`src/rtl/smbcfg_pkg.sv`:
```
// Shared types for the two-wire configuration target.
// Assumes: command index field is seven bits wide, as set by the bus format.
package smbcfg_pkg;
    localparam int OFS_W = 7;

    typedef enum logic [2:0] {
        ST_IDLE,  // waiting for a start condition
        ST_RX,    // shifting in an address or write byte
        ST_ACK,   // target pulls data low for one bit
        ST_TX,    // shifting out a read byte
        ST_TACK,  // host acknowledge slot, line released
        ST_SKIP   // transfer not for us or ended by host refusal
    } eng_state_t;
endpackage

```
`src/rtl/smbcfg_cond.sv`:
```
// Bus condition detector: finds clock edges and start/stop conditions.
// Assumes: scl_i and sda_i are synchronized and the system clock is
// many times faster than the bus clock.
module smbcfg_cond (
    input  logic clk,
    input  logic rst_n,
    input  logic scl_i,
    input  logic sda_i,
    output logic scl_lvl,
    output logic scl_rise,
    output logic scl_fall,
    output logic start_det,
    output logic stop_det
);
    logic scl_q;
    logic sda_q;

    // Keep last sampled line levels; idle bus is high.
    always_ff @(posedge clk) begin
        if (!rst_n) begin
            scl_q <= 1'b1;
            sda_q <= 1'b1;
        end else begin
            scl_q <= scl_i;
            sda_q <= sda_i;
        end
    end

    assign scl_lvl   = scl_q;
    assign scl_rise  = scl_i & ~scl_q;
    assign scl_fall  = ~scl_i & scl_q;
    assign start_det = scl_i & scl_q & sda_q & ~sda_i;
    assign stop_det  = scl_i & scl_q & ~sda_q & sda_i;
endmodule

```
`src/rtl/smbcfg_regs.sv`:
```
// Register bank: NUM_REGS bytes, reset from REG_INIT, bits of RO_MASK
// pick constant read-only registers. Reads outside the bank give 0xFF.
// Assumes: at most one write strobe per cycle.
module smbcfg_regs #(
    parameter int                    NUM_REGS = 16,
    parameter int                    CNT_IDX  = 12,
    parameter logic [NUM_REGS-1:0]   RO_MASK  = '0,
    parameter logic [NUM_REGS*8-1:0] REG_INIT = '0
) (
    input  logic                          clk,
    input  logic                          rst_n,
    input  logic                          wr_en,
    input  logic [smbcfg_pkg::OFS_W-1:0]  wr_idx,
    input  logic [7:0]                    wr_data,
    input  logic [smbcfg_pkg::OFS_W-1:0]  rd_idx,
    output logic [7:0]                    rd_data,
    output logic [7:0]                    cnt_val,
    output logic [NUM_REGS*8-1:0]         regs_o
);
    localparam int IW = (NUM_REGS > 1) ? $clog2(NUM_REGS) : 1;

    logic [NUM_REGS*8-1:0] flat;

    for (genvar g = 0; g < NUM_REGS; g++) begin : g_reg
        if (RO_MASK[g]) begin : g_ro
            // Read-only register: fixed at its initial value.
            assign flat[g*8 +: 8] = REG_INIT[g*8 +: 8];
        end else begin : g_rw
            logic [7:0] q;
            // Writable register: reset to default, load on matching strobe.
            always_ff @(posedge clk) begin
                if (!rst_n)
                    q <= REG_INIT[g*8 +: 8];
                else if (wr_en && (int'(wr_idx) == g))
                    q <= wr_data;
            end
            assign flat[g*8 +: 8] = q;
        end
    end

    // Read mux with out-of-range padding.
    always_comb begin
        if (int'(rd_idx) < NUM_REGS)
            rd_data = flat[rd_idx[IW-1:0]*8 +: 8];
        else
            rd_data = 8'hFF;
    end

    assign cnt_val = flat[CNT_IDX*8 +: 8];
    assign regs_o  = flat;

    // the first cycle after reset shows the default image.
    a_r7_reset_defaults: assert property (@(posedge clk) disable iff (!rst_n)
        $past(!rst_n) |-> (regs_o == REG_INIT));
endmodule

```
`src/rtl/smbcfg_engine.sv`:
```
// Protocol engine: address match, acknowledge, command decode, byte
// count handling and index auto-increment for byte and block access.
// Assumes: edge and condition strobes from smbcfg_cond, read data
// available combinationally for the current index.
module smbcfg_engine
    import smbcfg_pkg::*;
#(
    parameter logic [6:0] ADDR7 = 7'h69
) (
    input  logic             clk,
    input  logic             rst_n,
    input  logic             sda_i,
    input  logic             scl_lvl,
    input  logic             scl_rise,
    input  logic             scl_fall,
    input  logic             start_det,
    input  logic             stop_det,
    input  logic [7:0]       rd_data,
    input  logic [7:0]       cnt_val,
    output logic [OFS_W-1:0] ptr_o,
    output logic             wr_en_o,
    output logic [OFS_W-1:0] wr_idx_o,
    output logic [7:0]       wr_data_o,
    output logic             sda_oe_o
);
    eng_state_t       state;
    logic [7:0]       sh;
    logic [3:0]       bcnt;
    logic             got, is_addr, rd_mode, cmd_next, cnt_first, blk, nack;
    logic [OFS_W-1:0] ptr;
    logic [7:0]       tx_byte;

    // Choose the next byte to send: count first, then limited data.
    always_comb begin
        if (cnt_first)
            tx_byte = cnt_val;
        else if (blk && !(8'(ptr) < cnt_val))
            tx_byte = 8'hFF;
        else
            tx_byte = rd_data;
    end

    // Bit and byte sequencing of the whole transfer.
    always_ff @(posedge clk) begin
        if (!rst_n) begin
            state     <= ST_IDLE;
            sh        <= '0;
            bcnt      <= '0;
            got       <= 1'b0;
            is_addr   <= 1'b0;
            rd_mode   <= 1'b0;
            cmd_next  <= 1'b0;
            cnt_first <= 1'b0;
            blk       <= 1'b0;
            nack      <= 1'b0;
            ptr       <= '0;
            wr_en_o   <= 1'b0;
            wr_idx_o  <= '0;
        end else begin
            wr_en_o <= 1'b0;
            if (start_det) begin
                state   <= ST_RX;
                is_addr <= 1'b1;
                bcnt    <= '0;
                got     <= 1'b0;
            end else if (stop_det) begin
                state <= ST_IDLE;
            end else begin
                case (state)
                    ST_RX: begin
                        if (scl_rise && !got) begin
                            sh   <= {sh[6:0], sda_i};
                            bcnt <= bcnt + 4'd1;
                            if (bcnt == 4'd7) got <= 1'b1;
                        end else if (scl_fall && got) begin
                            got  <= 1'b0;
                            bcnt <= '0;
                            if (is_addr) begin
                                is_addr <= 1'b0;
                                if (sh[7:1] == ADDR7) begin
                                    state    <= ST_ACK;
                                    rd_mode  <= sh[0];
                                    cmd_next <= ~sh[0];
                                end else begin
                                    state <= ST_SKIP;
                                end
                            end else begin
                                state <= ST_ACK;
                                if (cmd_next) begin
                                    cmd_next  <= 1'b0;
                                    blk       <= ~sh[7];
                                    cnt_first <= ~sh[7];
                                    ptr       <= sh[7] ? sh[6:0] : '0;
                                end else if (cnt_first) begin
                                    cnt_first <= 1'b0;
                                end else begin
                                    wr_en_o  <= 1'b1;
                                    wr_idx_o <= ptr;
                                    ptr      <= ptr + 1'b1;
                                end
                            end
                        end
                    end
                    ST_ACK: begin
                        if (scl_fall) begin
                            if (rd_mode) begin
                                sh    <= tx_byte;
                                bcnt  <= '0;
                                state <= ST_TX;
                                if (cnt_first) cnt_first <= 1'b0;
                                else           ptr <= ptr + 1'b1;
                            end else begin
                                state <= ST_RX;
                            end
                        end
                    end
                    ST_TX: begin
                        if (scl_fall) begin
                            sh   <= {sh[6:0], 1'b1};
                            bcnt <= bcnt + 4'd1;
                            if (bcnt == 4'd7) state <= ST_TACK;
                        end
                    end
                    ST_TACK: begin
                        if (scl_rise) nack <= sda_i;
                        if (scl_fall) begin
                            if (nack) begin
                                state <= ST_SKIP;
                            end else begin
                                sh    <= tx_byte;
                                bcnt  <= '0;
                                state <= ST_TX;
                                if (cnt_first) cnt_first <= 1'b0;
                                else           ptr <= ptr + 1'b1;
                            end
                        end
                    end
                    default: ;
                endcase
            end
        end
    end

    // Open-drain drive: acknowledge low, or the current data bit.
    always_comb begin
        case (state)
            ST_ACK:  sda_oe_o = 1'b1;
            ST_TX:   sda_oe_o = ~sh[7];
            default: sda_oe_o = 1'b0;
        endcase
    end

    assign ptr_o     = ptr;
    assign wr_data_o = sh;

    // the target starts pulling the line only while the clock is low.
    a_r10_drive_scl_low: assert property (@(posedge clk) disable iff (!rst_n)
        $rose(sda_oe_o) |-> !scl_lvl);
    // every stored data byte is acknowledged while it is written.
    a_r4_write_acked: assert property (@(posedge clk) disable iff (!rst_n)
        wr_en_o |-> sda_oe_o);
    // a stop always returns the engine to idle.
    a_r6_stop_idle: assert property (@(posedge clk) disable iff (!rst_n)
        stop_det |=> (state == ST_IDLE));
endmodule

```
`src/rtl/smbcfg_target.sv`:
```
// Top of the two-wire configuration target: wires the condition
// detector, protocol engine and register bank together.
// Assumes: bus lines synchronized upstream; data pad is open drain.
module smbcfg_target #(
    parameter int                    NUM_REGS = 16,
    parameter logic [6:0]            ADDR7    = 7'h69,
    parameter int                    CNT_IDX  = 12,
    parameter logic [NUM_REGS-1:0]   RO_MASK  = 16'h4180,
    parameter logic [NUM_REGS*8-1:0] REG_INIT =
        128'h00A5FC0F_07032580_4800006E_FFFF05A1
) (
    input  logic                  clk,
    input  logic                  rst_n,
    input  logic                  scl_i,
    input  logic                  sda_i,
    output logic                  sda_oe_o,
    output logic [NUM_REGS*8-1:0] cfg_o
);
    import smbcfg_pkg::*;

    logic             scl_lvl, scl_rise, scl_fall, start_det, stop_det;
    logic [7:0]       rd_data, cnt_val, wr_data;
    logic [OFS_W-1:0] ptr, wr_idx;
    logic             wr_en;

    smbcfg_cond u_cond (
        .clk(clk), .rst_n(rst_n), .scl_i(scl_i), .sda_i(sda_i),
        .scl_lvl(scl_lvl), .scl_rise(scl_rise), .scl_fall(scl_fall),
        .start_det(start_det), .stop_det(stop_det)
    );

    smbcfg_engine #(.ADDR7(ADDR7)) u_eng (
        .clk(clk), .rst_n(rst_n), .sda_i(sda_i), .scl_lvl(scl_lvl),
        .scl_rise(scl_rise), .scl_fall(scl_fall),
        .start_det(start_det), .stop_det(stop_det),
        .rd_data(rd_data), .cnt_val(cnt_val), .ptr_o(ptr),
        .wr_en_o(wr_en), .wr_idx_o(wr_idx), .wr_data_o(wr_data),
        .sda_oe_o(sda_oe_o)
    );

    smbcfg_regs #(
        .NUM_REGS(NUM_REGS), .CNT_IDX(CNT_IDX),
        .RO_MASK(RO_MASK), .REG_INIT(REG_INIT)
    ) u_regs (
        .clk(clk), .rst_n(rst_n), .wr_en(wr_en), .wr_idx(wr_idx),
        .wr_data(wr_data), .rd_idx(ptr), .rd_data(rd_data),
        .cnt_val(cnt_val), .regs_o(cfg_o)
    );
endmodule

```
`config.mk`:
```
export PLATFORM = sky130hd
export DESIGN_NAME = smbcfg_target
export DESIGN_NICKNAME = d
export VERILOG_FILES = /design/src/rtl/smbcfg_pkg.sv /design/src/rtl/smbcfg_cond.sv /design/src/rtl/smbcfg_regs.sv /design/src/rtl/smbcfg_engine.sv /design/src/rtl/smbcfg_target.sv
export SDC_FILE = /design/constraint.sdc
export NUM_CORES = 1
export LEC_CHECK = 0
export ABC_AREA = 1
export BUFFER_PORTS_ARGS = -buffer_cell sky130_fd_sc_hd__clkbuf_2
export CELL_PAD_IN_SITES_DETAIL_PLACEMENT = 1
export CELL_PAD_IN_SITES_GLOBAL_PLACEMENT = 2
export CORE_ASPECT_RATIO = 0.9
export CORE_UTILIZATION = 28
export DETAILED_ROUTE_END_ITERATION = 10
export PLACE_DENSITY = 0.76
export SLEW_MARGIN = 20
export SYNTH_ARGS = -nofsm -noshare
export SYNTH_HDL_FRONTEND = slang
export SYNTH_SLANG_ARGS = --single-unit
```
`constraint.sdc`:
```
create_clock -name clk -period 1.5 [get_ports clk]
set_clock_uncertainty 0.05 [all_clocks]
set_input_delay 0.15 -clock clk [delete_from_list [all_inputs] [get_ports clk]]
set_output_delay 0.15 -clock clk [all_outputs]
set_load 0.05 [all_outputs]
```
-- After elaboration in Yosys (flattened, before gate mapping)
Cells that the tools add are included.
- input bits: 4
- logic and storage cells: 197
- flip-flop bits (word level): 143
- bitwise gates (word level): 22
- reductions and logical operators: 40
- shifts and indexed selects: 1
- add/subtract/negate cells: 2
- mux-type cells: 62
- $lt $le $gt $ge: 2
- equality and inequality tests: 39
- operators by type and width (kind ; number):
    $shiftx A128 B8 Y8 ; 1
    $mux W8 ; 9
    $mux W7 ; 10
    $eq A7 B5 Y1 const B ; 6
    $pmux W8 S4 ; 1
    $mux W4 ; 7
    $reduce_and A7 Y1 ; 4
    $mux W3 ; 9
    $eq A7 B4 Y1 const B ; 3
    $pmux W7 S3 ; 1
    $mux W1 ; 20
    $ne A4 B3 Y1 const B ; 5
    $logic_and A1 B1 Y1 ; 16
    $pmux W4 S4 ; 1
    $reduce_and A8 Y1 ; 2
    $not A1 Y1 ; 15
    $eq A7 B3 Y1 const B ; 2
    $ne A2 B1 Y1 const B ; 7
    $ne A2 B2 Y1 const B ; 7
    $pmux W3 S4 ; 1
    $reduce_and A4 Y1 ; 3
    $reduce_and A10 Y1 ; 1
    $reduce_and A9 Y1 ; 1
    $lt A7 B8 Y1 ; 1
    25 further kinds ; 35

-- Logic depth before layout (Yosys ltp)
- word-level depth: 8
- depth in mapped cells: 15
- depth with buffers taken out: 14

-- Modules after synthesis
A second synthesis with hierarchy kept.
- cells, all modules: 1157
- area total of the unflattened synthesis: 7662.3 um^2
- by module, submodules not included (module ; cells each ; instances ; seq. area each (um^2) ; area each (um^2)):
    smbcfg_regs ; 813 ; 1 ; 2082.0 ; 5285.1
    smbcfg_engine ; 329 ; 1 ; 740.7 ; 2288.4
    smbcfg_cond ; 15 ; 1 ; 40.0 ; 88.8

-- Worst setup path after synthesis
No wires, ideal clock.
- path type: flip-flop to flip-flop
- start point: register u_regs.g_reg[12].g_rw.q[5] (netlist: u_regs.cnt_val[5])
- end point: register u_eng.sh[0] (netlist: u_eng.wr_data_o[0])
- path buffers: 0
- data required time: 1.329 ns
- arrival time: 1.834 ns
- setup time: 0.121 ns
- setup slack: -0.504 ns
- cell stages (with the launch flop): 13
- clock period less this slack: 2.004 ns
- cells stage by stage: dfxtp_1 > inv_1 > ha_1 > a21oi_1 > nor2_1 > a21oi_1 > nand2_1 > nand2_1 > nand2_1 > nand2_1 > nand2_1 > nand2_1 > a21oi_1
- word-level cells in the longest chain between the ends: 8
- elaborated cells on any way between the ends: 10
- those cells by class: order compare (1); mux (7); reduce/logical (2)
- RTL lines (item ; line ; RTL):
    start: declaration ; smbcfg_regs.sv:29 ; logic [7:0] q;
    start signal: assignment ; smbcfg_regs.sv:33 ; q <= REG_INIT[g*8 +: 8];
    start signal: assignment ; smbcfg_regs.sv:35 ; q <= wr_data;
    $lt A7 B8 Y1 (*) ; smbcfg_engine.sv:37 ; else if (blk && !(8'(ptr) < cnt_val))
    $logic_not A1 Y1 (*) ; smbcfg_engine.sv:37 ;
    $logic_and A1 B1 Y1 (*) ; smbcfg_engine.sv:37 ;
    $mux W8 (*) ; smbcfg_engine.sv:37 ;
    $mux W8 (*) ; smbcfg_engine.sv:35 ; if (cnt_first)
    $mux W8, on equally long branches ; smbcfg_engine.sv:127, smbcfg_engine.sv:106 ;
    $mux W8, on equally long branches ; smbcfg_engine.sv:126, smbcfg_engine.sv:105 ;
    $pmux W8 S4 (*) ; smbcfg_engine.sv:69 ; case (state)
    end signal: assignment ; smbcfg_engine.sv:72 ; sh <= {sh[6:0], sda_i};
    end signal: assignment ; smbcfg_engine.sv:119 ; sh <= {sh[6:0], 1'b1};
    end signal: assignment ; smbcfg_engine.sv:130 ; sh <= tx_byte;
    end: declaration ; smbcfg_engine.sv:27 ; logic [7:0] sh;
Every way passes the cells marked *; elsewhere a longest branch is shown, timed or not. The select of a mux whose other input is x is not followed.
A chain may end at the register's enable or synchronous reset.

-- Final worst setup path
- start point: register u_cond.scl_q (netlist: u_cond.scl_lvl)
- end point: register u_eng.ptr[0] (netlist: u_eng.ptr_o[0])
- word-level cells in the longest chain between the ends: 5
- elaborated cells on any way between the ends: 17
- those cells by class: eq/ne (4); bitwise (10); reduce/logical (3)
- RTL lines (item ; line ; RTL):
    start: declaration ; smbcfg_cond.sv:15 ; logic scl_q;
    start signal: assignment ; smbcfg_cond.sv:24 ; scl_q <= scl_i;
    $not A1 Y1 or $and A1 B1 Y1 (tied branches) ; smbcfg_cond.sv:30, smbcfg_cond.sv:32, smbcfg_cond.sv:33 ;
    $and A1 B1 Y1, on equally long branches ; smbcfg_cond.sv:30, smbcfg_cond.sv:32, smbcfg_cond.sv:33 ;
    $logic_and A1 B1 Y1 (tied with other cells) ; smbcfg_engine.sv:71 ; if (scl_rise && !got) begin
    $ne A2 B2 Y1 (no line) or $not A1 Y1 (tied branches) ; -- ;
    $reduce_and A10 Y1 (no line) (*) ; -- ;
    end signal: assignment ; smbcfg_engine.sv:93 ; ptr <= sh[7] ? sh[6:0] : '0;
    end signal: assignment ; smbcfg_engine.sv:99 ; ptr <= ptr + 1'b1;
    end signal: assignment ; smbcfg_engine.sv:111 ; else ptr <= ptr + 1'b1;
    end: declaration ; smbcfg_engine.sv:30 ; logic [OFS_W-1:0] ptr;
Every way passes the cells marked *; elsewhere a longest branch is shown, timed or not.

==> flow_summary_export.csv <==
group,metric,value,unit
route,dr_total_vias,8267,
run,max_cap_violations,0,
grt,grt_pass1_wl,48810,um
sta,finalSetupViolCount,132,
sta,fin_hold_ws,42.45,ps
cts,cts_num_sinks,143,
floorplan,ios,133,
sta,max-slew-margin-rel,53.94,%
worst_setup_path,cp_num_buf_inv,2,
status,outcome,"finished, violations left",
power,ir_drop,1.071,mV
floorplan,die_w,170.0,um
floorplan,floorplan.initialDensity,28.93,%
route,wl,33420,um
sta,post-route-period-util,117.1,%
placement,port-buffer-count,108,
synthesis,yosysWarningCount,0,
sta,tightest_slew,690.9,ps
placement,dpl.hpwl,22160,um
synthesis,yosysSeqAreaShare,40.23,%
layout,layout.nets,1252,
sta,hold_viol,0,
layout,syn2layout_area_growth,61.19,%
route,route.detailed.drc,0,
route,dr.pass1.iters,5,
synthesis,synth_cell_types,49,
grt,grt_max_degree,107,
route,drt_iter0_drc,497,
grt,grt_overflow_total,0,
worst_setup_path,critPathKind,"reg2reg",
synthesis,syn-mean-instance-area,7.404,um^2
synthesis,async_flop_share,0,%
worst_setup_path,critPathLaunchType,"flop",
synthesis,synthesis.area,7116,um^2
sta,drv_slew,0,
route,wl_per_cell,21.03,um
synthesis,syn_inst,961,
synthesis,synth_area_leaders,"dfxtp_1 (40%), nand2_1 (8.8%), a21oi_1 (7.9%)",
cts,htree_num_levels,4,
worst_setup_path,arrival,2060,ps
cts,cts_tree,"built",
min_path,worstHoldPathType,"in2reg",
floorplan,die-area,26050,um^2
grt,first_global_vias,8201,
placement,pre_cts_ws,-329.0,ps
sta,fmax,569.2,MHz
layout,drive_gt1_share,51.32,%
power,p_leak,4.979,nW
worst_setup_path,critPathMostFrequentCell,"nand2_2",
floorplan,die_h,153.2,um
worst_setup_path,cp_top_family,"simple AND/OR/NAND/NOR gates",
worst_setup_path,slowest_delay,400,ps
route,viasPerCell,5.203,
placement,gp_congestion,0.8749,
power,power_per_cell_area,1303,nW/um^2
synthesis,synth_edf_count,0,
worst_setup_path,crit_fanout,5,
floorplan,fp.coreArea,24590,um^2
cts,path_clk_slew,70,ps
grt,antenna_found_initial,0,
cts,clockBufferDepth,2,
synthesis,synth.largest_area_cell,"dfxtp_1",
grt,gr-usage-all-layers,24.82,%
layout,diodes,0,
route,ant_nets,0,
worst_setup_path,cp_slowest_cell,"dfxtp_4",
worst_setup_path,worstPathCellList,"inv_4 > nor2_4 > nand2_2 > nand2_2 > nand2_1 > a21oi_4 > nand2_4 > inv_8 > o21ai_1 > a21oi_2",
cts,numCtsBuffers,17,
synthesis,ys_seq_elements,143,
synthesis,yosysTopAreaCellShare,40.23,%
sta,min_period,1757,ps
cts,clk_latency,450,ps
sta,rsz0062_at_grt,"yes",
floorplan,rows,54,
cts,cts_root_buffer,"clkbuf_16",
sta,layout_setup_ws,-256.7,ps
worst_setup_path,required,1800,ps
status,violations,"setup timing",
synthesis,synth_top_flop_cell,"dfxtp_1",
worst_setup_path,end_kind,"flop",
[placed cells by master (no fill, tap or decap), types with 18 or more instances in the layout]
cell / Yosys / routed
buf_6: 1 / 37
nand2_4: 3 / 21
dfxtp_1: 143 / 120
nand2_2: 7 / 31
clkbuf_16: 0 / 18
conb_1: 2 / 24
a21oi_2: 6 / 42
o21ai_1: 13 / 31
o211ai_1: 50 / 50
a21oi_1: 113 / 73
nor2_4: 5 / 25
o21ai_0: 106 / 25
nand2_1: 167 / 124
nand3_1: 46 / 40
nor2_1: 64 / 37
buf_4: 25 / 139
o21ai_2: 1 / 54
inv_1: 69 / 51
clkbuf_2: 0 / 106
[path summary, 6_finish.rpt]
kind / startpoint / end / slack, ps / cells after the start
max: u_cond.scl_lvl / u_eng.ptr_o[0] / -260 / 10
min: sda_i / u_cond.sda_q / 40 / 4
max reg2reg: u_cond.scl_lvl / u_eng.ptr_o[0] / -260 / 10
min reg2reg: u_regs.g_reg[0].g_rw.q[5] / u_regs.g_reg[0].g_rw.q[5] / 460 / 2
[kinds of logic (layout without fill, tap and decap cells)]
group,Yosys count,after routing,synth area share [%]
mux,1,1,0.1407
buf+inv,159,427,10.25
simple gates,333,335,21.77
fa+ha+maj,8,8,1.407
compound gates,310,310,25.48
other cells,2,24,0.1055
flops,143,143,40.23
xor+xnor,5,5,0.6154
[per-layer routing]
metal  routed length (um)  track usage [%]  vias up  share of wire, %
met5                    0                0        -                 0
met4                  600            7.207        0               1.8
met3                 1705            4.247       44               5.1
met2                15280            38.11      247                46
met1                15830            35.31     4156                47
li1                     -                -     3820                 -
[state kept, by name, indices dropped and copies added, names as in the netlist, 3 cells and up]
name,flops
u_regs.g.g_rw.q,96
u_eng.wr_data_o,8
u_regs.cnt_val,8
u_eng.ptr_o,7
u_eng.wr_idx_o,7
u_eng.bcnt,4
u_eng.state,3
[cell type report]
class                      count  area (um^2)
clock buffer                  17        425.4
clock inverter                15        190.2
fill                        2942        13120
inverter                      85        377.9
multi-input combinational    683         4679
sequential                   143         2922
tap                          336        420.4
timing repair buffer         309         2449
timing repair inverter         1        6.256
[report_power, final]
| part | switching, mW | leakage, nW | internal, mW | total (mW) |
|---|---|---|---|---|
| combinational | 3.97 | 3.52 | 2.34 | 6.31 |
| sequential | 0.232 | 1.17 | 4.00 | 4.23 |
| clock | 2.13 | 0.296 | 2.27 | 4.41 |
| total | 6.33 | 4.98 | 8.61 | 14.9 |
[timing repair]
action                                  4_1_cts  5_1_grt
endpoints found under the setup margin      135      134
gates cloned                                 10        5
hold buffers                                  1        0
buffers inserted                             26       17
resized for setup                           213      226
hold endpoints to repair                      1        0
pin swaps                                    38       64
[worst min-delay path, delay by kind of cell]
family,cells,cell delay [ps]
simple gates,1,40
buf+inv,3,320
[metrics by stage]
stage / util [%] / cell area (um^2) / setup TNS (ps) / power [mW] / cells
after global placement: 36.93 / 9081 / -19960 / 9.020 / 1504
after global routing: 46.64 / 11470 / -24500 / 15.56 / 1589
final: 46.64 / 11470 / -14130 / 14.94 / 1589
after detailed placement: 36.93 / 9081 / -22580 / 9.060 / 1504
after floorplan: - / 7313 / -128.3 / 7.058 / 983
after CTS: 43.22 / 10630 / -5932 / 14.18 / 1572
[Yosys cell counts, types with 2 or more instances]
library cell / instances
nand3_1: 46
nor2_2: 10
clkinv_1: 5
nor2_1: 64
buf_4: 25
inv_1: 69
o21ai_1: 13
xor2_1: 5
nand4_1: 8
or2_2: 2
o211ai_1: 50
nor4_1: 2
a21oi_1: 113
dfxtp_1: 143
clkbuf_1: 29
inv_2: 9
nand2_2: 7
o2111ai_1: 2
nor3_4: 4
nand2_1: 167
a21oi_2: 6
nor2_4: 5
ha_1: 8
o21ai_0: 106
o211ai_2: 9
nand2_4: 3
nor3_1: 8
conb_1: 2
a22oi_1: 3
buf_2: 19
(Power assumes the default switching activity.)
